[config.mk]
export PLATFORM = sky130hd
export DESIGN_NAME = rc_word_encoder
export DESIGN_NICKNAME = d
export VERILOG_FILES = /design/src/rtl/rc_enc_pkg.sv /design/src/rtl/rc_enc_seq.sv /design/src/rtl/rc_enc_shaper.sv /design/src/rtl/rc_word_encoder.sv
export SDC_FILE = /design/constraint.sdc
export NUM_CORES = 1
export LEC_CHECK = 0
export BUFFER_PORTS_ARGS = -buffer_cell sky130_fd_sc_hd__buf_2
export CAP_MARGIN = 20
export CORE_ASPECT_RATIO = 2
export CORE_MARGIN = 10
export CORE_UTILIZATION = 50
export DETAILED_ROUTE_END_ITERATION = 10
export GPL_TIMING_DRIVEN = 0
export PLACE_DENSITY = 0.7
export SLEW_MARGIN = 0
export SYNTH_ARGS = -nofsm -noshare
export SYNTH_HDL_FRONTEND = slang
export SYNTH_SLANG_ARGS = --single-unit
[constraint.sdc]
create_clock -name clk -period 4.77 [get_ports clk]
set_clock_uncertainty 0.2 [all_clocks]
set_input_delay 0 -clock clk [delete_from_list [all_inputs] [get_ports clk]]
set_output_delay 0 -clock clk [all_outputs]
set_load 0.1 [all_outputs]
[src/rtl/rc_enc_pkg.sv]
package rc_enc_pkg;

  typedef enum logic [1:0] {
    PH_IDLE  = 2'd0,
    PH_PILOT = 2'd1,
    PH_SYNC  = 2'd2,
    PH_DATA  = 2'd3
  } enc_phase_e;

  // Level of one slot inside a coded bit: slot 0 always high,
  // slot 1 high only for a zero, last slot low.
  function automatic logic slot_level(input logic bit_val, input int unsigned sub);
    return (sub == 0) || ((sub == 1) && !bit_val);
  endfunction

  // Length of one word in slots.
  function automatic int unsigned word_slots(input int unsigned pilot,
                                             input int unsigned nbits,
                                             input int unsigned spb);
    return pilot + 1 + nbits * spb;
  endfunction

endpackage

[src/rtl/rc_enc_seq.sv]
module rc_enc_seq
  import rc_enc_pkg::*;
#(
  parameter int unsigned NBITS  = 12,
  parameter int unsigned PILOT  = 36,
  parameter int unsigned SPB    = 3,
  parameter int unsigned WORDS  = 4,
  localparam int unsigned PW    = (PILOT > 1) ? $clog2(PILOT) : 1,
  localparam int unsigned BW    = (NBITS > 1) ? $clog2(NBITS) : 1,
  localparam int unsigned SW    = (SPB > 1) ? $clog2(SPB) : 1,
  localparam int unsigned WW    = (WORDS > 1) ? $clog2(WORDS) : 1
) (
  input  logic          clk,
  input  logic          rst_n,
  input  logic          slot_tick,
  input  logic          tx_en_n,
  output enc_phase_e    phase,
  output logic [BW-1:0] bit_idx,
  output logic [SW-1:0] sub_idx,
  output logic          word_start
);

  localparam logic [PW-1:0] PIL_LAST  = PW'(PILOT - 1);
  localparam logic [BW-1:0] BIT_LAST  = BW'(NBITS - 1);
  localparam logic [SW-1:0] SUB_LAST  = SW'(SPB - 1);
  localparam logic [WW-1:0] WORD_LAST = WW'(WORDS - 1);

  enc_phase_e    phase_q;
  logic [PW-1:0] pil_q;
  logic [BW-1:0] bit_q;
  logic [SW-1:0] sub_q;
  logic [WW-1:0] word_q;

  // Named events for assertions and for the capture register
  logic start_idle, word_end, burst_end, pilot_done;
  assign pilot_done = (pil_q == PIL_LAST);
  assign word_end   = slot_tick && (phase_q == PH_DATA) &&
                      (sub_q == SUB_LAST) && (bit_q == BIT_LAST);
  assign burst_end  = word_end && (word_q == WORD_LAST);
  assign start_idle = slot_tick && (phase_q == PH_IDLE) && !tx_en_n;
  assign word_start = start_idle || (word_end && !burst_end) ||
                      (burst_end && !tx_en_n);

  always_ff @(posedge clk or negedge rst_n) begin
    if (!rst_n) begin
      phase_q <= PH_IDLE;
      pil_q   <= '0;
      bit_q   <= '0;
      sub_q   <= '0;
      word_q  <= '0;
    end else if (slot_tick) begin
      case (phase_q)
        PH_IDLE: begin
          if (!tx_en_n) begin
            phase_q <= PH_PILOT;
            pil_q   <= '0;
            word_q  <= '0;
          end
        end
        PH_PILOT: begin
          if (pilot_done) phase_q <= PH_SYNC;
          else            pil_q   <= pil_q + 1'b1;
        end
        PH_SYNC: begin
          phase_q <= PH_DATA;
          bit_q   <= '0;
          sub_q   <= '0;
        end
        default: begin
          if (sub_q == SUB_LAST) begin
            sub_q <= '0;
            if (bit_q == BIT_LAST) begin
              pil_q <= '0;
              if (word_q == WORD_LAST) begin
                word_q  <= '0;
                phase_q <= tx_en_n ? PH_IDLE : PH_PILOT;
              end else begin
                word_q  <= word_q + 1'b1;
                phase_q <= PH_PILOT;
              end
            end else begin
              bit_q <= bit_q + 1'b1;
            end
          end else begin
            sub_q <= sub_q + 1'b1;
          end
        end
      endcase
    end
  end

  assign phase   = phase_q;
  assign bit_idx = bit_q;
  assign sub_idx = sub_q;


  no_tick_hold_chk: assert property (@(posedge clk) disable iff (!rst_n)
    !slot_tick |=> ($stable(phase_q) && $stable(pil_q) && $stable(bit_q) &&
                    $stable(sub_q) && $stable(word_q)));


  burst_restart_chk: assert property (@(posedge clk) disable iff (!rst_n)
    (burst_end && !tx_en_n) |=> (phase_q == PH_PILOT && pil_q == '0));


  burst_stop_chk: assert property (@(posedge clk) disable iff (!rst_n)
    (burst_end && tx_en_n) |=> (phase_q == PH_IDLE));


  pilot_to_sync_chk: assert property (@(posedge clk) disable iff (!rst_n)
    (slot_tick && phase_q == PH_PILOT && pilot_done) |=> (phase_q == PH_SYNC));


  idle_start_chk: assert property (@(posedge clk) disable iff (!rst_n)
    start_idle |=> (phase_q == PH_PILOT && pil_q == '0 && word_q == '0));

endmodule

[src/rtl/rc_enc_shaper.sv]
module rc_enc_shaper
  import rc_enc_pkg::*;
#(
  parameter int unsigned NBITS = 12,
  parameter int unsigned SPB   = 3,
  localparam int unsigned BW   = (NBITS > 1) ? $clog2(NBITS) : 1,
  localparam int unsigned SW   = (SPB > 1) ? $clog2(SPB) : 1
) (
  input  logic             clk,
  input  logic             rst_n,
  input  logic             word_start,
  input  logic [NBITS-1:0] code_in,
  input  enc_phase_e       phase,
  input  logic [BW-1:0]    bit_idx,
  input  logic [SW-1:0]    sub_idx,
  output logic             level
);

  logic [NBITS-1:0] code_q;

  always_ff @(posedge clk or negedge rst_n) begin
    if (!rst_n)          code_q <= '0;
    else if (word_start) code_q <= code_in;
  end

  always_comb begin
    case (phase)
      PH_SYNC: level = 1'b1;
      PH_DATA: level = slot_level(code_q[bit_idx], int'(sub_idx));
      default: level = 1'b0;
    endcase
  end


  code_hold_chk: assert property (@(posedge clk) disable iff (!rst_n)
    !word_start |=> $stable(code_q));


  bit_tail_low_chk: assert property (@(posedge clk) disable iff (!rst_n)
    (phase == PH_DATA && sub_idx == SW'(SPB - 1)) |-> !level);

endmodule

[src/rtl/rc_word_encoder.sv]
module rc_word_encoder
  import rc_enc_pkg::*;
#(
  parameter int unsigned NBITS = 12,
  parameter int unsigned PILOT = 36,
  parameter int unsigned SPB   = 3,
  parameter int unsigned WORDS = 4,
  localparam int unsigned BW   = (NBITS > 1) ? $clog2(NBITS) : 1,
  localparam int unsigned SW   = (SPB > 1) ? $clog2(SPB) : 1
) (
  input  logic             clk,
  input  logic             rst_n,
  input  logic             slot_tick,
  input  logic             tx_en_n,
  input  logic [NBITS-1:0] code_in,
  output logic             ser_out,
  output logic             standby
);

  enc_phase_e    phase;
  logic [BW-1:0] bit_idx;
  logic [SW-1:0] sub_idx;
  logic          word_start;

  rc_enc_seq #(
    .NBITS(NBITS), .PILOT(PILOT), .SPB(SPB), .WORDS(WORDS)
  ) u_seq (
    .clk(clk), .rst_n(rst_n), .slot_tick(slot_tick), .tx_en_n(tx_en_n),
    .phase(phase), .bit_idx(bit_idx), .sub_idx(sub_idx),
    .word_start(word_start)
  );

  rc_enc_shaper #(
    .NBITS(NBITS), .SPB(SPB)
  ) u_shape (
    .clk(clk), .rst_n(rst_n), .word_start(word_start), .code_in(code_in),
    .phase(phase), .bit_idx(bit_idx), .sub_idx(sub_idx), .level(ser_out)
  );

  assign standby = (phase == PH_IDLE);


  standby_quiet_chk: assert property (@(posedge clk) disable iff (!rst_n)
    standby |-> !ser_out);


  out_hold_chk: assert property (@(posedge clk) disable iff (!rst_n)
    !slot_tick |=> $stable(ser_out));

endmodule

# Word level (Yosys, flattened, before mapping)
# Cells that the tools add are included.
[totals]
register_bits = 28
latch_bits = 0
mem_bits_rw = 0
mem_bits_ro = 0
inputBits = 16
out_inout_bits = 2
elab_cells = 82
n_memories = 0
[classes]
add_sub_neg = 4
multipliers = 0
n_div = 0
order_cmp = 1
eq_ne = 12
n_shift = 0
mux = 25
bitwise_logic = 3
reduce_logical = 31
[ops]
columns = ["operator", "count"]
rows = [
  ["two-way mux 6 bit", 4],
  ["two-way mux 2 bit", 10],
  ["case mux 6 bit (3 select lines)", 1],
  ["AND reduction 5 bit", 2],
  ["logical AND 1 bit", 9],
  ["equality test 2 bit (second input constant)", 4],
  ["two-way mux 4 bit", 2],
  ["case mux 2 bit (2 select lines)", 2],
  ["case mux 4 bit (2 select lines)", 1],
  ["nonzero test 4 bit", 2],
  ["adder 6 x 1 -> 6 bit (second input constant)", 1],
  ["equality test 6 bit (second input constant)", 1],
  ["inequality test 2 bit (second input constant)", 3],
  ["case mux 2 bit (3 select lines)", 1],
  ["AND reduction 6 bit", 1],
  ["nonzero test 2 bit", 3],
  ["nonzero test 3 bit", 2],
  ["< comparator 4 x 5 -> 1 bit (second input constant)", 1],
  ["adder 2 x 1 -> 2 bit (second input constant)", 2],
  ["adder 4 x 1 -> 4 bit (second input constant)", 1],
  ["binary-select mux 1 bit (select 4 bit)", 1],
  ["equality test 2 x 1 -> 1 bit (second input constant)", 2],
  ["equality test 4 bit (second input constant)", 1],
  ["zero test 2 bit", 2],
  ["other kinds (9)", 17],
]

# Depth between registers and ports, before layout
# Gate-level depths: netlist (run 1).
[depth]
ltp_word = 9
ltp_mapped = 7
depth_no_buf = 6

# By module
# Synthesis (run 1) repeated with hierarchy kept, for this count alone.
[hier_totals]
hier_cells = 143
hier_area_um2 = 1630.3
[modules_own_cells]
columns = ["module", "instances", "cells_each", "area_each_um2", "seq_area_each_um2"]
rows = [
  ["rc_enc_seq", 1, 109, 1064.8, 400.4],
  ["rc_enc_shaper", 1, 33, 561.8, 300.3],
  ["rc_word_encoder", 1, 1, 3.8, 0.0],
]

# Worst setup path before layout (run 1)
# OpenSTA, ideal clock, no wires.
[synth_timing]
path_kind = "reg-to-output"
from = "register u_seq.bit_q[0] (netlist: u_seq.bit_idx[0])"
to = "output ser_out"
arrival_ns = 3.582
required_ns = 4.570
setup_slack_ns = 0.988
stages_incl_launch_ff = 6
path_buffers = 1
path_cell_list = "dfrtp_1 clkbuf_1 mux4_2 mux2i_1 nor3_1 a211oi_1"
[synth_between]
elab_chain_cells = 6
[synth_rtl]
columns = ["element", "line_no", "text"]
rows = [
  ["start, declared", "rc_enc_seq.sv:30", "logic [BW-1:0] bit_q;"],
  ["start signal, assigned", "rc_enc_seq.sv:82", "bit_q <= bit_q + 1'b1;"],
  ["binary-select mux 1 bit (select 4 bit)", "rc_enc_shaper.sv:29", "PH_DATA: level = slot_level(code_q[bit_idx], int'(sub_idx));"],
  ["two-way mux 1 bit (implied by the code)", "rc_enc_shaper.sv:29", ""],
  ["zero test 1 bit", "rc_enc_pkg.sv:13", "return (sub == 0) || ((sub == 1) && !bit_val);"],
  ["logical AND 1 bit", "rc_enc_pkg.sv:13", ""],
  ["logical OR 1 bit", "rc_enc_pkg.sv:13", ""],
  ["case mux 1 bit (2 select lines)", "rc_enc_shaper.sv:27", "case (phase)"],
  ["end, declared", "rc_word_encoder.sv:16", "output logic ser_out,"],
]
# No other way between the ends. The select of a mux whose other input is x is not followed.

# Worst setup path after layout (run 1)
# Ends and elaborated chain as after synthesis.

==> Flow_metrics.wiki, run 1 <==
{| class="wikitable"
! Metric !! Value
|-
| Run status || completed
|-
| Final setup viols || 0
|-
| TritonCTS clock tree || built
|-
| Tcrit/Tclk final || between 50% and 60%
|-
| Level count of the clock H-tree || 1
|-
| Actual slew at the worst max-slew pin || 609 ps
|-
| Total Die Area || 5970 um2
|-
| Cell taking the most area after synthesis || dfrtp_1
|-
| Final setup TNS || 0 ps
|-
| Cell leakage power || about 0.85 nW
|-
| Drt initial violations || 32
|-
| RSZ-0062 raised after global routing || false
|-
| Growth of design area from synthesis to finish || 21.7%
|-
| All-layer global routing usage || 12.7%
|-
| Fraction of registers with async set/reset || 100%
|-
| Number of filler instances in the final layout || 240
|-
| Type of the most critical hold path || in2async
|-
| Cell count after synthesis || ~140
|-
| Wire length after detailed routing || around 3500 um
|-
| Share of synthesized area spent on multiplexers || between 10% and 20%
|-
| Synth Area in XOR/XNOR || under 10%
|-
| Number of buffers added for setup after CTS || 0
|-
| DIE WIDTH || ~60 um
|-
| Most frequent cell after synthesis || dfrtp_1
|-
| EDFF count, synth || 0
|-
| Clock-pin slew on the worst setup and hold paths || approximately 100 ps
|-
| CP Launch Type || register
|-
| Post-layout min period || between 2000 and 3000 ps
|-
| Fraction of the mapped netlist area in compound gates || 14.3%
|-
| Slowest cell delay on critical path || roughly 560 ps
|-
| Global routing met1 resource utilization || around 12%
|-
| Top cells by instance count after synthesis || dfrtp_1, mux2_2, o21ai_0
|-
| Pwr dens || around 630 nW/um2
|-
| Detailed-route DRC error count || 0
|-
| Total half-perimeter wirelength after legalization and detailed placement || between 2000 and 3000 um
|-
| Relative max-transition margin || around three fifths
|-
| First-pass GRT wire length || approximately 6100 um
|-
| Critical path class || reg2out
|-
| Multi-input combinational cell area || around 840 um2
|-
| Residual antenna-violating net count after detailed routing || 0
|-
| Port buffer count || 17
|-
| Arrival time at the worst endpoint || ~2500 ps
|-
| Vias per inst || around 6
|-
| Max-cap violations || 0
|-
| DR pass1 iterations || 4
|-
| Residual overflow from global routing || 0
|-
| Dominant combinational cell family by area after synthesis || multiplexers
|-
| Library cell used as clock root buffer || clkbuf_8
|-
| Max FO, Critical Path || 6
|-
| Proportion of layout cells with a drive suffix above 1 || between 20% and 30%
|-
| Most common flop cell mapped by yosys || dfrtp_1
|-
| YS warnings || 0
|-
| Main area contributors after synthesis || dfrtp_1, mux2_2, ha_1
|-
| I/O pin count || 18
|-
| Synth Area in Adders || 6.30%
|-
| Worst Setup End Kind || output pin
|-
| Diodes inserted || 0
|-
| Net Count, Synth || 160
|-
| Met3 track demand over resource in global routing || 3.69%
|-
| Non-filler cells, final || between 200 and 250
|-
| Number of endpoints with negative hold slack in the final report || 0
|-
| Cts repair resizes || 0
|-
| Number of max-slew violations in the final report || 0
|-
| Number of clock sinks || 28
|-
| Post-synthesis share of cell area spent on and, or, nand and nor gates || approximately 15%
|-
| Insertion delay to the later sink of the worst-skew pair || between 200 and 300 ps
|-
| Storage cell area || 701 um2
|-
| Mean post-synth cell area || 11.7 um2
|-
| Required time reported for the critical path endpoint || approximately 4600 ps
|-
| Cell Chain, Critical Path || clkbuf_1 > mux4_2 > mux2i_1 > nor3_1 > a211oi_1 > buf_2
|-
| DR vias || ~1200
|-
| Pin count of the biggest net entering global routing || 29
|-
| Number of placement rows || 28
|-
| Clock buffer count from CTS || 3
|-
| Cell with the largest stage delay on the worst path || mux4_2
|-
| Layer with the highest usage || met2
|-
| Share of the yosys chip area belonging to registers || between 40% and 50%
|-
| Placed cell count || roughly 180
|-
| Library cells used by synthesis || 40
|-
| Gp weighted congestion || 0.829
|-
| Buf/Inv on CP || 2
|-
| Count of nets after finishing || approximately 200
|-
| #FFs+latches synth || 28
|-
| Worst voltage drop across the vdd grid || approximately 0.48 mV
|-
| Starting density of the core || roughly 53%
|-
| Maximum buffer depth of the clock tree || 2
|-
| Vias in the first global route || approximately 1400
|-
| Share of Yosys cell area claimed by the top area cell type || around 44%
|-
| Mapped cell area || 1590 um2
|-
| Upper clock frequency limit || ~380 MHz
|-
| CP top delay family || buffers and inverters
|-
| Area of the core region || 3010 um2
|-
| Die span in y || about 100 um
|-
| Initial antenna violation count || 0
|-
| Average detailed-routed wire length per instance || between 15 and 20 um
|-
| GR Layer Usage met2 || 22.5%
|}
[sequential cells by signal, summed over array words and instances, names as in the netlist]
signal	count
u_seq.bit_idx	4
u_seq.phase	2
u_seq.word_q	2
u_shape.code_q	12
u_seq.pil_q	6
u_seq.sub_idx	2
[final timing paths]
path / start / to / slack [ps] / cells after the start
worst min-delay path: rst_n / u_seq.pil_q[4]$_DFFE_PN0P_ / 50 / 2
min in group clk: code_in[2] / u_shape.code_q[2]$_DFFE_PN0P_ / 270 / 3
max in group asynchronous: rst_n / u_seq.word_q[0]$_DFFE_PN0P_ / 3920 / 2
worst max-delay path: u_seq.bit_idx[0]$_DFFE_PN0P_ / ser_out / 2110 / 6
worst max register to register: u_seq.phase[0]$_DFFE_PN0P_ / u_seq.bit_idx[3]$_DFFE_PN0P_ / 2540 / 6
worst min register to register: u_shape.code_q[5]$_DFFE_PN0P_ / u_shape.code_q[5]$_DFFE_PN0P_ / 310 / 1
[layout make-up]
cell class              count  share of cell area, %
plain buffers               4                   1.36
clock buffers               3                   2.14
clock inverters             1                   1.55
inverters                   5                  0.972
multi-input cells          99                   43.6
flip-flops and latches     28                   36.3
well taps                  30                   1.94
repair buffers             32                   12.2
[where the power goes]
part	switching (mW)	total [mW]	internal, mW	leakage, nW
clock network	0.0788	0.191	0.113	0.0357
logic	0.326	0.581	0.255	0.483
registers	0.100	0.445	0.345	0.334
[cells by family after synthesis]
group                    count (synthesis)
buffers and inverters                    9
XOR/XNOR                                 2
flip-flops                              28
multiplexers                            21
adder cells (fa/ha/maj)                  8
AO/OA/AOI/OAI                           33
AND/OR/NAND/NOR                         35
[metal layers]
layer,routed length [um],part of all wire [%]
met5,0,0
met4,114,3.3
met3,182,5.2
met2,1920,55
met1,1290,37
[per-stage QoR]
stage	setup WS (ps)	hold slack, ps	utilization [%]	power, mW	cell area [um2]
after floorplan	988	-496	-	0.891	1590
final	2110	48.9	64.1	1.22	1930
after detailed placement	2410	-145	56.8	1.02	1710
after global routing	1950	112	64.1	1.30	1930
after CTS	2080	86.7	64.1	1.22	1930
after global placement	2380	-156	56.8	0.998	1710
[repair_timing]
item / in CTS / in global routing
endpoints found under the setup margin: 0 / 0
hold buffers: 15 / 0
hold endpoints to repair: 44 / 0
[cells in the final DEF (no fill, tap or decap), types with 2 or more instances in the layout]
cell type and n:
dlygate4sd3_1 15, nor4_1 4, mux2i_1 5, nor2_1 3
buf_2 17, a22oi_1 3, xor2_1 2, mux2_2 13
nand3_1 5, nor3_1 2, clkbuf_8 3, nor3b_1 2
dfrtp_1 28, a22o_1 2, o2bb2ai_1 4, mux4_2 3
nand2b_1 4, o21ai_1 2, inv_1 5, or3_1 2
ha_1 8, nand2_1 5, a21oi_1 4, o21ai_0 10
clkbuf_1 2
Note: power is estimated with default switching activity, not from simulation.
==> inputs of run 2 (changes only) <==
- clock period: 4.77 -> 2.7 ns (I/O delays scaled with it)
==> run 2 against run 1 <==
- routed wire length is essentially flat
- sequential cell count is the same
- register-to-register slack lost 2100 ps
- final cell count shrank 0.50%
- die area is the same
- global-route usage grew 0.47 points
- sequential share of layout area shrank 0.21 points
- critical path depth shrank 1
==> Flow_metrics.wiki, run 2 (same netlist as run 1, synthesis figures left out) <==
{| class="wikitable"
! Metric !! Value
|-
| Run status || completed
|-
| Gp weighted congestion || 0.801 (-3.4%)
|-
| Number of filler instances in the final layout || 233 (-2.9%)
|-
| Area of the core region || 3010 um2 (unchanged)
|-
| Die span in y || 99.7 um (unchanged)
|-
| Vias in the first global route || 1436 (+4.3%)
|-
| I/O pin count || 18 (unchanged)
|-
| Port buffer count || 17 (unchanged)
|-
| Number of max-slew violations in the final report || 0 (unchanged)
|-
| Number of buffers added for setup after CTS || 0 (unchanged)
|-
| Residual antenna-violating net count after detailed routing || 0 (unchanged)
|-
| Clock buffer count from CTS || 3 (unchanged)
|-
| Number of placement rows || 28 (unchanged)
|-
| Placed cell count || 183 (unchanged)
|-
| Actual slew at the worst max-slew pin || 641 ps (+32.6 ps)
|-
| Tcrit/Tclk final || 89.1%
|-
| Type of the most critical hold path || in2async
|-
| RSZ-0062 raised after global routing || false
|-
| Final setup viols || 0 (unchanged)
|-
| Pin count of the biggest net entering global routing || 29 (unchanged)
|-
| Worst voltage drop across the vdd grid || 0.823 mV (+71%)
|-
| Proportion of layout cells with a drive suffix above 1 || 26.3% (+0.73 points)
|-
| Insertion delay to the later sink of the worst-skew pair || 280 ps (about the same)
|-
| DR vias || 1220 (+0.25%)
|-
| All-layer global routing usage || 13.2% (+0.47 points)
|-
| Count of nets after finishing || 196 (-0.51%)
|-
| Total half-perimeter wirelength after legalization and detailed placement || 2690 um (+4.3%)
|-
| Initial antenna violation count || 0 (unchanged)
|-
| Growth of design area from synthesis to finish || 22.4%
|-
| Number of clock sinks || 28 (unchanged)
|-
| Drt initial violations || 9 (-72%)
|-
| Starting density of the core || 52.7% (unchanged)
|-
| Vias per inst || 6.07 (+0.75%)
|-
| Cell leakage power || 0.853 nW (about the same)
|-
| Diodes inserted || 0 (unchanged)
|-
| Detailed-route DRC error count || 0 (unchanged)
|-
| Pwr dens || 1130 nW/um2 (+79%)
|-
| DIE WIDTH || 59.8 um (unchanged)
|-
| Library cell used as clock root buffer || clkbuf_8
|-
| Residual overflow from global routing || 0 (unchanged)
|-
| Relative max-transition margin || 57.2% (-2.2 points)
|-
| CP endpoint || ser_out
|-
| Worst flop-to-flop path startpoint || u_seq.phase[0]$_DFFE_PN0P_
|-
| DR pass1 iterations || 2 (-2)
|-
| Max-cap violations || 0 (unchanged)
|-
| Total Die Area || 5970 um2 (unchanged)
|-
| Most frequent cells in the layout || dfrtp_1, buf_2, dlygate4sd3_1
|-
| Post-layout min period || approximately 2400 ps
|-
| Worst Setup End Kind || output pin
|-
| Clock-pin slew on the worst setup and hold paths || 100 ps (about the same)
|-
| Most common library cell in the layout ignoring fill and taps || dfrtp_1
|-
| Worst R2R End || u_seq.bit_idx[3]$_DFFE_PN0P_
|-
| Critical path class || reg2out
|-
| Critical Path Source || u_seq.bit_idx[0]$_DFFE_PN0P_
|-
| Register with the most flip-flops || u_shape.code_q
|-
| Wire length after detailed routing || 3500 um (about the same)
|-
| TritonCTS clock tree || built
|-
| Upper clock frequency limit || 416 MHz
|-
| Maximum buffer depth of the clock tree || 2 (unchanged)
|-
| Max FO, Critical Path || 7 (+1)
|-
| Average detailed-routed wire length per instance || 17.4 um (+0.41%)
|-
| Level count of the clock H-tree || 1 (unchanged)
|-
| Number of endpoints with negative hold slack in the final report || 0 (unchanged)
|-
| CP Launch Type || register
|-
| Flip-flop count of the largest register, all copies and words added || 12 (unchanged)
|-
| Final setup TNS || 0 ps (unchanged)
|-
| R2R cell count || 6 (unchanged)
|-
| Arrival time at the worst endpoint || 2210 ps (-250 ps)
|-
| Required time reported for the critical path endpoint || 2500 ps (-2070 ps)
|-
| R2R Setup Slk || 480 ps (-2060 ps)
|-
| First-pass GRT wire length || 6300 um (+3.0%)
|-
| Non-filler cells, final || 201 (-0.50%)
|}
==> run 2: changes by cell type in the layout (fill, tap and decap cells not counted) <==
cell      before  now
a211oi_1       1    0
a211oi_4       0    1
buf_2         17   16
buf_4          1    2
clkbuf_1       2    1
==> run 2: final cells by class <==
cell class	count	area, um2	area share (%)
Tap cell	30	37.5	1.93
Sequential cell	28	701	36.1
Clock buffer	3	41.3	2.12
Multi-Input combinational cell	99	855	44.0
Timing Repair Buffer	32	238	12.2
Inverter	5	18.8	0.966
Buffer	3	22.5	1.16
Clock inverter	1	30.0	1.55
==> run 2: per-layer routing <==
layer,vias up,routed length (um),global-route usage [%],part of all wire [%]
met2,28,2030,24.0,58
met5,-,0,0,0
met4,0,85,7.12,2.4
met1,598,1280,13.0,37
met3,9,105,2.68,3.0
li1,585,-,-,-
==> run 2: worst min path at each step <==
stage	end	slack, ps	depth (start not counted)
floorplan	u_seq.bit_idx[0]$_DFFE_PN0P_	-500	0
global placement	u_seq.pil_q[4]$_DFFE_PN0P_	-150	1
detailed placement	u_seq.sub_idx[0]$_DFFE_PN0P_	-140	1
CTS	u_seq.bit_idx[1]$_DFFE_PN0P_	100	2
global route	u_seq.pil_q[2]$_DFFE_PN0P_	110	2
finish	u_seq.bit_idx[1]$_DFFE_PN0P_	60	2
==> run 2: power breakdown <==
group / internal (mW) / total [mW] / switching [mW]
sequential: 0.610 / 0.808 / 0.198
combinational: 0.469 / 1.05 / 0.581
clock: 0.199 / 0.337 / 0.139
total: 1.28 / 2.20 / 0.918
==> run 2: worst max-delay path, cell delays in order, from the launching register on <==
cell and delay (ps):
dfrtp_1 550, mux4_2 550, mux2i_1 190, nor3_1 100, a211oi_4 210, buf_4 320
==> run 2: what timing repair did <==
action	4_1_cts	5_1_grt
endpoints found under the setup margin	1	1
cloned	0	0
hold buffers	15	0
resized for setup	1	0
endpoints found under the hold margin	44	0
==> run 2: metrics by stage <==
| stage | setup slack (ps) | cell area [um2] | hold WS, ps | power, mW | util (%) |
|---|---|---|---|---|---|
| finish | 294 | 1940 | 62.2 | 2.20 | 64.5 |
| global route | 145 | 1940 | 110 | 2.36 | 64.5 |
| CTS | 89.9 | 1950 | 95.8 | 2.21 | 64.6 |
| detailed placement | 281 | 1720 | -137 | 1.85 | 57.2 |
| global placement | 324 | 1720 | -152 | 1.79 | 57.2 |
| floorplan | 203 | 1600 | -496 | 1.61 | - |
==> inputs of run 3 (changes only) <==
- ABC_AREA: default -> 1
- RECOVER_POWER: default -> 25
==> run 3 against run 2 <==
- the flow now finishes with violations (capacitance limit)
- area after synthesis is 1.7% higher
- synthesized cell count is 48% higher
- critical path depth is 3 higher
- setup slack better by 16 ps
- cell area is 5.2% higher
- die area is 1.2% higher
- sequential share of layout area is 1.8 points lower
- hold slack better by 230 ps
- via count is 18% higher
- critical endpoint is now u_shape.code_q[3]$_DFFE_PN0P_
- largest power group unchanged
==> Flow_metrics.wiki, run 3 <==
{| class="wikitable"
! Metric !! Value
|-
| Port buffer count || 16 (-1)
|-
| DR pass1 iterations || 4 (+2)
|-
| Upper clock frequency limit || 418 MHz (+0.68%)
|-
| Residual overflow from global routing || 0 (unchanged)
|-
| Worst voltage drop across the vdd grid || 0.999 mV (+21%)
|-
| Type of the most critical hold path || reg2reg
|-
| Run status || complete, but fails checks
|-
| Register with the most flip-flops || u_shape.code_q
|-
| Number of placement rows || 29 (+3.6%)
|-
| Total half-perimeter wirelength after legalization and detailed placement || 2570 um (-4.4%)
|-
| Drt initial violations || 38 (+29)
|-
| Die span in y || 100 um (+0.66%)
|-
| Residual antenna-violating net count after detailed routing || 0 (unchanged)
|-
| Pwr dens || 920 nW/um2 (-19%)
|-
| All-layer global routing usage || 12.8% (-0.43 points)
|-
| Main area contributors after synthesis || dfrtp_1, nand2_1, nand3_1
|-
| Mean post-synth cell area || 8.03 um2 (-31%)
|-
| Detailed-route DRC error count || 0 (unchanged)
|-
| Final setup viols || 0 (unchanged)
|-
| Worst hold slack || 289 ps (+226 ps)
|-
| Mapped cell area || 1610 um2 (+1.7%)
|-
| Worst R2R End || u_shape.code_q[3]$_DFFE_PN0P_
|-
| Library cell used as clock root buffer || clkbuf_8
|-
| Initial antenna violation count || 0 (unchanged)
|-
| Total Die Area || 6040 um2 (+1.2%)
|-
| Net Count, Synth || 225 (+41%)
|-
| Diodes inserted || 0 (unchanged)
|-
| EDFF count, synth || 0 (unchanged)
|-
| Most frequent cells in the layout || nand2_1, dfrtp_1, dlygate4sd3_1
|-
| Library cells used by synthesis || 26 (-35%)
|-
| Starting density of the core || 51.1% (-1.6 points)
|-
| Cell count after synthesis || 201 (+48%)
|-
| Required time reported for the critical path endpoint || 2660 ps (+160 ps)
|-
| Multi-input combinational cell area || 803 um2 (-6.0%)
|-
| Number of filler instances in the final layout || 273 (+17%)
|-
| Met3 track demand over resource in global routing || 2.78% (+0.11 points)
|-
| Final setup TNS || 0 ps (unchanged)
|-
| Start point of the worst hold path || u_shape.code_q[0]$_DFFE_PN0P_
|-
| Actual slew at the worst max-slew pin || 1500 ps (+856 ps)
|-
| Hold path endpoint || u_shape.code_q[0]$_DFFE_PN0P_
|-
| #FFs+latches synth || 28 (unchanged)
|-
| Number of buffers added for setup after CTS || 0 (unchanged)
|-
| R2R Setup Slk || 310 ps (-170 ps)
|-
| Average detailed-routed wire length per instance || 12.7 um (-27%)
|-
| Proportion of layout cells with a drive suffix above 1 || 15.8% (-11 points)
|-
| Post-placement cell area || 1730 um2 (+0.58%)
|-
| Maximum buffer depth of the clock tree || 2 (unchanged)
|-
| Most frequent cell after synthesis || nand2_1
|-
| Clock-pin slew on the worst setup and hold paths || 90 ps (about the same)
|-
| GR Layer Usage met2 || 23.5% (-0.48 points)
|-
| Number of clock sinks || 28 (unchanged)
|-
| Cts repair resizes || 0 (-1)
|-
| Vias per inst || 5.16 (-15%)
|-
| Worst Setup End Kind || register
|-
| Relative max-transition margin || 0.207% (-57 points)
|-
| Number of max-slew violations in the final report || 0 (unchanged)
|-
| Share of Yosys cell area claimed by the top area cell type || 43.4% (-0.72 points)
|-
| Insertion delay to the later sink of the worst-skew pair || 270 ps (about the same)
|-
| Cell leakage power || 1.04 nW (+22%)
|-
| Growth of design area from synthesis to finish || 26.6%
|-
| RSZ-0062 raised after global routing || false
|-
| Number of endpoints with negative hold slack in the final report || 0 (unchanged)
|-
| Most common library cell in the layout ignoring fill and taps || nand2_1
|-
| Most common flop cell mapped by yosys || dfrtp_1
|-
| CP Launch Type || register
|-
| Arrival time at the worst endpoint || 2350 ps (+140 ps)
|-
| DIE WIDTH || 60.2 um (+0.55%)
|-
| Clock buffer count from CTS || 3 (unchanged)
|-
| Gp weighted congestion || 0.827 (+3.2%)
|-
| Pin count of the biggest net entering global routing || 29 (unchanged)
|-
| Level count of the clock H-tree || 1 (unchanged)
|-
| Area of the core region || 3160 um2 (+4.8%)
|-
| Post-layout min period || 2390 ps (-16.2 ps)
|-
| # hold bufs at CTS || 27 (+12)
|-
| Cell taking the most area after synthesis || dfrtp_1
|-
| I/O pin count || 18 (unchanged)
|-
| Top cells by instance count after synthesis || nand2_1, dfrtp_1, nand3_1
|-
| Max FO, Critical Path || 10 (+3)
|-
| YS warnings || 0 (unchanged)
|-
| Layer with the highest usage || met2
|-
| Worst Hold Depth || 2
|-
| Flip-flop count of the largest register, all copies and words added || 12 (unchanged)
|-
| Tcrit/Tclk final || 88.5% (-0.60 points)
|-
| Storage cell area || 701 um2 (unchanged)
|-
| DR vias || 1435 (+18%)
|-
| TritonCTS clock tree || built
|-
| Worst flop-to-flop path startpoint || u_seq.phase[0]$_DFFE_PN0P_
|-
| First-pass GRT wire length || 6240 um (-0.98%)
|-
| Fraction of registers with async set/reset || 100% (unchanged)
|-
| Share of the yosys chip area belonging to registers || 43.4% (-0.72 points)
|-
| Final non-filler cell area || 2040 um2 (+5.2%)
|-
| Count of nets after finishing || 273 (+39%)
|-
| R2R cell count || 8 (+2)
|-
| Failing checks || capacitance limit
|-
| Wire length after detailed routing || 3540 um (+1.1%)
|-
| Max-cap violations || 1 (+1)
|-
| Critical path class || reg2reg
|-
| Global routing met1 resource utilization || 12.8% (-0.13 points)
|-
| Vias in the first global route || 1429 (-0.49%)
|}
[run 3: kinds of logic (layout without fill, tap and decap cells)]
kind of cell,Yosys count,count (layout),synth area share (%)
and+or+nand+nor,106,106,29.3
DFF,28,28,43.4
AOI/OAI and AO/OA,27,27,11.0
buffers and inverters,26,72,6.82
adders and majority gates,8,8,6.20
xor gates and xnor gates,6,6,3.26
[run 3: worst max-delay path, cell delays in order, from the launching register on]
cell and delay (ps):
dfrtp_1 420, inv_1 120, ha_1 310, inv_2 100, o21ai_4 270, nand2_4 140
nor2_1 110, dlygate4sd3_1 560, a21oi_1 40
[run 3: how the worst max path moves through the flow]
stage	startpoint	slack, ps	cells past startpoint	endpoint
2_1_floorplan	u_seq.phase[0]$_DFFE_PN0P_	260	8	u_shape.code_q[0]$_DFFE_PN0P_
3_3_place_gp	u_seq.phase[0]$_DFFE_PN0P_	720	9	u_seq.bit_idx[0]$_DFFE_PN0P_
3_5_place_dp	u_seq.phase[1]$_DFFE_PN0P_	670	9	u_seq.bit_idx[0]$_DFFE_PN0P_
4_1_cts	u_seq.bit_idx[1]$_DFFE_PN0P_	330	9	u_shape.code_q[2]$_DFFE_PN0P_
5_1_grt	u_seq.phase[0]$_DFFE_PN0P_	200	8	u_shape.code_q[3]$_DFFE_PN0P_
6_report	u_seq.phase[0]$_DFFE_PN0P_	310	8	u_shape.code_q[3]$_DFFE_PN0P_
[run 3: where the power goes]
part	internal [mW]	total [mW]	switching [mW]
sequential	0.588	0.712	0.124
combinational	0.314	0.951	0.637
clock	0.100	0.217	0.117
total	1.00	1.88	0.878
[run 3: layout make-up]
| type | instances | area share, % |
|---|---|---|
| plain buffers | 3 | 1.16 |
| clock buffers | 3 | 2.02 |
| inverters | 23 | 4.23 |
| multi-input cells | 147 | 39.3 |
| flip-flops and latches | 28 | 34.3 |
| well taps | 31 | 1.90 |
| repair buffers | 43 | 17.1 |
[run 3: through the flow]
step	util, %	cells	power [mW]	worst slack (ps)
final	64.7	278	1.88	310
after global routing	64.7	278	2.07	197
after CTS	64.8	278	1.90	333
after detailed placement	54.9	248	1.65	670
after global placement	54.9	248	1.63	723
after floorplan	-	201	1.44	259
[run 3: metal layers]
| metal | routed length (um) | share of wire, % |
|---|---|---|
| met5 | 0 | 0 |
| met3 | 173 | 4.9 |
| met1 | 1330 | 38 |
| met2 | 1970 | 56 |
| met4 | 74 | 2.1 |
